[config.mk]
export PLATFORM = sky130hd
export DESIGN_NAME = recirc_shift_reg
export DESIGN_NICKNAME = d
export VERILOG_FILES = /design/src/rtl/srq_pkg.sv /design/src/rtl/srq_rst_sync.sv /design/src/rtl/srq_src_mux.sv /design/src/rtl/srq_stage_chain.sv /design/src/rtl/srq_cascade.sv /design/src/rtl/recirc_shift_reg.sv
export SDC_FILE = /design/constraint.sdc
export NUM_CORES = 1
export LEC_CHECK = 0
export ABC_CLOCK_PERIOD_IN_PS = 5200
export BUFFER_PORTS_ARGS = -buffer_cell sky130_fd_sc_hd__buf_2
export CAP_MARGIN = 20
export CORE_MARGIN = 2
export CORE_UTILIZATION = 29
export DETAILED_ROUTE_END_ITERATION = 7
export GPL_TIMING_DRIVEN = 0
export PLACE_DENSITY = 0.4
export RECOVER_POWER = 100
export SYNTH_ARGS = -nofsm -noshare
export SYNTH_HDL_FRONTEND = slang
export SYNTH_SLANG_ARGS = --single-unit
[constraint.sdc]
create_clock -name clk_i -period 5.2 [get_ports clk_i]
set_input_delay 0.52 -clock clk_i [delete_from_list [all_inputs] [get_ports clk_i]]
set_output_delay 0.52 -clock clk_i [all_outputs]
set_load 0.005 [all_outputs]
[src/rtl/srq_pkg.sv]
package srq_pkg;

  // Default number of one-bit stages in a single instance.
  parameter int unsigned SRQ_DEPTH = 64;

  // Which serial source feeds the first stage.
  typedef enum logic {
    SRC_FRESH = 1'b0,
    SRC_LOOP  = 1'b1
  } srq_src_e;

endpackage

[src/rtl/srq_rst_sync.sv]
module srq_rst_sync #(
  parameter int unsigned STAGES = 2
) (
  input  logic clk_i,
  input  logic rst_ni,
  output logic rst_no
);

  logic [STAGES-1:0] sync_q;
  logic [STAGES-1:0] sync_d;

  // Shift a one in from the bottom; the reset is asserted at once and released after STAGES edges.
  always_comb begin
    sync_d = {sync_q[STAGES-2:0], 1'b1};
  end

  always_ff @(posedge clk_i or negedge rst_ni) begin
    if (!rst_ni) begin
      sync_q <= '0;
    end else begin
      sync_q <= sync_d;
    end
  end

  assign rst_no = sync_q[STAGES-1];

endmodule

[src/rtl/srq_src_mux.sv]
module srq_src_mux
  import srq_pkg::*;
(
  input  logic mode_i,
  input  logic data_i,
  input  logic recirc_i,
  output logic head_o
);

  srq_src_e sel;

  always_comb begin
    sel = srq_src_e'(mode_i);
    unique case (sel)
      SRC_LOOP:  head_o = recirc_i;
      default:   head_o = data_i;
    endcase
  end

endmodule

[src/rtl/srq_stage_chain.sv]
module srq_stage_chain #(
  parameter int unsigned DEPTH = 64
) (
  input  logic             clk_i,
  input  logic             rst_ni,
  input  logic             adv_i,
  input  logic             clr_i,
  input  logic             head_i,
  output logic [DEPTH-1:0] stage_o
);

  localparam int unsigned LAST = DEPTH - 1;

  logic [DEPTH-1:0] stage_q;
  logic [DEPTH-1:0] stage_d;
  logic [DEPTH-1:0] feed;

  // Stage 0 is fed from the source mux, every later stage from its predecessor.
  assign feed = {stage_q[LAST-1:0], head_i};

  // Per-stage next state: clear first, then shift, else hold.
  for (genvar g = 0; g < DEPTH; g++) begin : g_stage
    assign stage_d[g] = clr_i ? 1'b0 : (adv_i ? feed[g] : stage_q[g]);
  end

  always_ff @(posedge clk_i or negedge rst_ni) begin
    if (!rst_ni) begin
      stage_q <= '0;
    end else begin
      stage_q <= stage_d;
    end
  end

  assign stage_o = stage_q;

endmodule

[src/rtl/srq_cascade.sv]
module srq_cascade (
  input  logic clk_i,
  input  logic rst_ni,
  input  logic adv_i,
  input  logic clr_i,
  output logic casc_o
);

  logic casc_q;
  logic casc_d;

  // A shift happened on this edge only when advancing and not clearing.
  always_comb begin
    casc_d = adv_i & ~clr_i;
  end

  always_ff @(posedge clk_i or negedge rst_ni) begin
    if (!rst_ni) begin
      casc_q <= 1'b0;
    end else begin
      casc_q <= casc_d;
    end
  end

  assign casc_o = casc_q;

endmodule

[src/rtl/recirc_shift_reg.sv]
module recirc_shift_reg
  import srq_pkg::*;
#(
  parameter int unsigned DEPTH = SRQ_DEPTH
) (
  input  logic clk_i,
  input  logic rst_ni,
  input  logic adv_i,
  input  logic clr_i,
  input  logic mode_i,
  input  logic data_i,
  input  logic recirc_i,
  output logic q_o,
  output logic qn_o,
  output logic casc_o
);

  localparam int unsigned TAP = DEPTH - 1;

  logic             rst_n_sync;
  logic             head;
  logic [DEPTH-1:0] stage_q;

  srq_rst_sync #(
    .STAGES (2)
  ) u_rst (
    .clk_i  (clk_i),
    .rst_ni (rst_ni),
    .rst_no (rst_n_sync)
  );

  srq_src_mux u_mux (
    .mode_i   (mode_i),
    .data_i   (data_i),
    .recirc_i (recirc_i),
    .head_o   (head)
  );

  srq_stage_chain #(
    .DEPTH (DEPTH)
  ) u_chain (
    .clk_i   (clk_i),
    .rst_ni  (rst_n_sync),
    .adv_i   (adv_i),
    .clr_i   (clr_i),
    .head_i  (head),
    .stage_o (stage_q)
  );

  srq_cascade u_casc (
    .clk_i  (clk_i),
    .rst_ni (rst_n_sync),
    .adv_i  (adv_i),
    .clr_i  (clr_i),
    .casc_o (casc_o)
  );

  // Both polarities are taken straight from the last flop.
  assign q_o  = stage_q[TAP];
  assign qn_o = ~stage_q[TAP];

endmodule

-- Word level (Yosys, flattened, before mapping)
Cells that the tools add are included.
- mux-type cells: 129
- bitwise gates (word level): 3
- reductions and logical operators: 1
- operators with widths (cell ; count):
    $mux 1 ; 129
    $not 1->1 ; 2
    $reduce_bool 2->1 ; 1
    $and 1x1->1 ; 1
- register bits: 67
- output and inout port bits: 3

-- Logic depth before layout (Yosys ltp)
- depth after elaboration: 3
- mapped depth: 5

-- By module
A second synthesis with hierarchy kept.
- cell total of the unflattened synthesis: 213
- area, all modules: 2722.6 um^2
- by module, submodules not included (module ; instances ; cells each ; area each (um^2)):
    srq_stage_chain ; 1 ; 206 ; 2611.3
    srq_rst_sync ; 1 ; 3 ; 53.8
    srq_cascade ; 1 ; 2 ; 38.8
    srq_src_mux ; 1 ; 1 ; 15.0
    recirc_shift_reg ; 1 ; 1 ; 3.8

-- Worst setup path before layout
No wires, ideal clock.
- path kind: input -> register
- start: input adv_i
- end: register u_chain.stage_q[22], in the netlist u_chain.stage_o[22]
- setup time: 0.132 ns
- arrival time: 1.088 ns
- data required time: 5.068 ns
- path slack: 3.980 ns
- stages: 5
- path through: buf_6 > buf_12 > buf_12 > mux2i_1 > nor2_1
- word-level cells in the longest chain between the ends: 1
- ends and longest elaborated chain (item ; RTL line ; RTL):
    from (decl) ; recirc_shift_reg.sv:8 ; input logic adv_i,
    $reduce_bool 2->1 (no source line) ; -- ;
    to (signal assigned) ; srq_stage_chain.sv:30 ; stage_q <= stage_d;
    to (decl) ; srq_stage_chain.sv:14 ; logic [DEPTH-1:0] stage_q;
No other way between the ends.
A chain may end at the register's enable or synchronous reset.

==> out/results.txt <==
The run gives 9196 µm² as the core area. The final layout contains routed wiring with a total length of 4279 µm. Starting density of the core: 29.71%. The category of the worst setup path capture point is an asynchronous set/reset pin. The logs give 1.535 nW for the leakage power figure and 7714 µm for the first-pass GRT wire length. Entering global routing, the biggest net connects 66 pins.

After detailed placement, the total cell area comes to 2910 µm². Summed over all instances, the cell type with the most area after synthesis is sky130_fd_sc_hd__dfrtp_1. The run gives -72.79% as the headroom to the max-slew limit. The die is 101.1 µm wide. Summed over all nets, the half-perimeter wirelength after detailed placement is 2574 µm.

The worst min-delay path category was flip-flop to flip-flop. The max-slew violation total from the final report was 66. In this run the most critical hold path is launched from u_rst.sync_q[0]. Data arrives at the worst endpoint at 2.46 ns.

In this run, the number of DRC markers left after iteration 0 of detailed routing was 112. The switching power is 215.2 µW. Total number of cells along the worst setup path: 0. Hold timing on the final database bottoms out at a slack of 0.3598 ns. The synthesized netlist devotes 0% of its cell area to XOR and XNOR gates.

The sequential-to-total area share from yosys stat is 61.36%. Once placement completed, the tool counted placed cells totaling 332. Combinational family with the most area after synthesis: multiplexers. The run gives 1624 as the via count of the first global-routing pass. The synthesized-area fraction occupied by ao, oa, aoi and oai cells is 0.2747%. The synthesized netlist cell count was 214.

Averaged over all synthesized cells, the footprint is 12.77 µm². The final count of hold timing violations is 0, and the count of input and output buffers is 7. Measured along the y axis, the die boundary spans 101.1 µm. The clock sink count is 67, and the number of buffers added by the clock tree synthesis step is 9.

The number of warnings issued by yosys is 0, and the top fanout value on the critical path is 65. The run gives 0.6055 as the last weighted congestion value of the routability-driven placer. After synthesis the cells add up to 2733 µm².

For the final database, setup skew stands at 0.007481 ns. The multiplexer share of the synthesized area is 23.44%. The worst setup path is launched from a flip-flop.

The total DRC errors in the routed layout is 0. In the synthesized netlist the dominant register cell turns out to be sky130_fd_sc_hd__dfrtp_1. The clock passes through at most 2 buffers. STA puts the critical path data required time at 5.09 ns.

The slack of the worst reg-to-reg path is 2.63 ns. For the overall fraction of global-route tracks in use, the log shows 9.943%. From synthesis to final layout, the design area changed by 9.387%.

Fill cells in the final layout number 975. Clock-pin slew was measured on the worst setup and hold paths at 0.07 ns. TritonCTS built the clock tree. The clock latency at the later pin of the worst-skew pair was 0.34 ns.

The cell at the root of the clock tree was sky130_fd_sc_hd__clkbuf_8. The number of antenna diodes in the final layout is 0. The tools report the detailed-router iteration count before antenna repair as 4. At the pin with the least slew margin, the transition time is 2.592 ns. The fraction of power spent switching nets works out to 22.73%. Combinational cells account for 4.1% of the total power.

The worst path uses 49.48% of the clock period. The tools report the max-cap violation count as 1. The final total negative setup slack is 0 ns. Overall die area: 10220 µm².

The number of flops mapped to enable cells by yosys was 0; the count of unique library cells instantiated by Yosys was 13. The setup path with the least slack is of type flip-flop to asynchronous set/reset pin. Counting cells, the worst reg-to-reg path comes to 0.

For this run, the post-layout net count is 240. Setup repair after global routing left no endpoint under its margin. Sorting the synthesized cells by how often they occur yields sky130_fd_sc_hd__dfrtp_1, sky130_fd_sc_hd__mux2i_1, sky130_fd_sc_hd__nor2_1, sky130_fd_sc_hd__buf_12, sky130_fd_sc_hd__clkbuf_1.

The post-layout minimum cycle time came out at 2.573 ns. The H-tree generated during clock tree synthesis spans 3 levels. The cell-internal power is 731.6 µW. In this run the remaining antenna-violating nets after routing total 0. The overall overflow remaining after global route was 0; the fraction of registers with async set or reset after synthesis was 100.0%. Of the total power, the clock network draws 39.6%. The run gives 0 as the number of antenna violations at the first check in global routing. The run gives 0.0001350 V as the worst IR drop on VDD. Setup violations remaining at the end of the flow were counted as 0. The total number of vias is 1481. Dividing total power by cell area gives a power density of 316.8 nW/µm². The detailed-route vias per instance works out to 4.268. After routing the design area is 2989 µm². The fraction of post-synthesis cell area in the top cell type by area is 61.36%.

The synthesized design contains 67 register bits. The first element of the critical path is u_rst.sync_q[1]. Among all cell types in the netlist, the one instantiated most often is sky130_fd_sc_hd__dfrtp_1.

For the relative contribution of sequential cells to total power, the log shows 56.4%. In this run the worst setup path terminates at u_chain.stage_o[38]. The run finished, with violations left. The run gives 347 as the final cell count without fillers.

The checks that failed: capacitance limit, slew limit. The post-route netlist has 8.475% of its cells at a drive strength greater than 1. Startpoint of the worst-slack reg-to-reg timing path: u_rst.sync_q[1]. Ranked by total cell area, the synthesized netlist is headed by sky130_fd_sc_hd__dfrtp_1, sky130_fd_sc_hd__mux2i_1, sky130_fd_sc_hd__nor2_1, sky130_fd_sc_hd__buf_12, sky130_fd_sc_hd__buf_4. The average routed wire per standard cell was 12.33 µm; the maximum operating frequency was 0.3887 GHz.

Row generation in the floorplan step produced 35 rows. After Yosys synthesis, and, or, nand and nor cells account for 9.020% of the synthesized area. The number of nets handed over by synthesis was 221. The end of the worst register-to-register path is u_chain.stage_o[38]. Pin placement for this block handled 10 I/O pins.

The adder-cell share of the synthesized area came out at 0%.
==> placed cells by master, fill, tap and decap left out, drive strengths merged <==
cell type | netlist | layout
buf | 11 | 7
nor2b | 1 | 1
mux2i | 64 | 64
dfrtp | 67 | 67
dlygate4sd3 | 0 | 1
a211oi | 1 | 1
clkinv | 0 | 1
nor2 | 64 | 64
clkinvlp | 0 | 1
clkbuf | 4 | 27
inv | 1 | 1
conb | 1 | 1
==> worst min-delay path by stage <==
stage	slack, ns	to	depth (start not counted)
2_1_floorplan	0.22	u_rst.sync_q[0]	0
3_5_place_dp	0.31	u_rst.sync_q[0]	1
3_3_place_gp	0.31	u_rst.sync_q[0]	1
5_1_grt	0.37	u_rst.sync_q[1]	0
4_1_cts	0.36	u_rst.sync_q[1]	0
6_report	0.36	u_rst.sync_q[1]	0
==> repair_timing <==
action | CTS | global route
endpoints found under the hold margin | 2 | 0
resized for setup | 0 | 0
hold buffers | 1 | 0
setup buffers | 0 | 0
==> layout make-up <==
cell class,count,area [µm²],share of cell area [%]
buffer,15,60.06,2.009
inverter,1,3.754,0.1256
multi-input combinational,131,898.4,30.05
clock inverter,2,12.51,0.4186
tap,111,138.9,4.646
clock buffer,12,155.1,5.190
timing repair buffer,8,43.79,1.465
sequential,67,1677,56.09
==> metrics by stage <==
step,total power [mW],utilization [%],worst slack [ns]
3_3_place_gp,0.5920,31.61,2.278
6_report,0.9468,32.50,2.627
3_5_place_dp,0.5922,31.65,3.768
2_1_floorplan,0.5791,-,3.196
4_1_cts,0.9777,33.58,3.775
5_1_grt,0.9950,32.50,1.958
==> power by group through the flow <==
stage / registers [mW] / logic [mW] / clock network (mW)
2_1_floorplan: 0.541 / 0.0380 / 0
3_3_place_gp: 0.545 / 0.0474 / 0
3_5_place_dp: 0.545 / 0.0473 / 0
4_1_cts: 0.535 / 0.0480 / 0.395
5_1_grt: 0.536 / 0.0432 / 0.416
6_report: 0.534 / 0.0385 / 0.375
==> state kept, by name (all words and copies together) (netlist names) <==
signal and flops:
u_chain.stage_o 64, u_rst.sync_q 2, u_casc.casc_o 1
==> cells by family after synthesis <==
family	Yosys count
compound gates	1
buf+inv	16
flops	67
mux	64
other cells	1
simple gates	65
==> per-layer routing <==
| metal | part of all wire, % | vias to the layer above | wire length, µm | track usage, % |
|---|---|---|---|---|
| met1 | 51 | 716 | 2168 | 12.75 |
| li1 | - | 737 | - | - |
| met2 | 43 | 19 | 1858 | 14.67 |
| met4 | 2.4 | 0 | 101 | 6.237 |
| met5 | 0 | - | 0 | 0 |
| met3 | 3.5 | 9 | 150 | 2.913 |
Power figures use the tool's default switching activity.
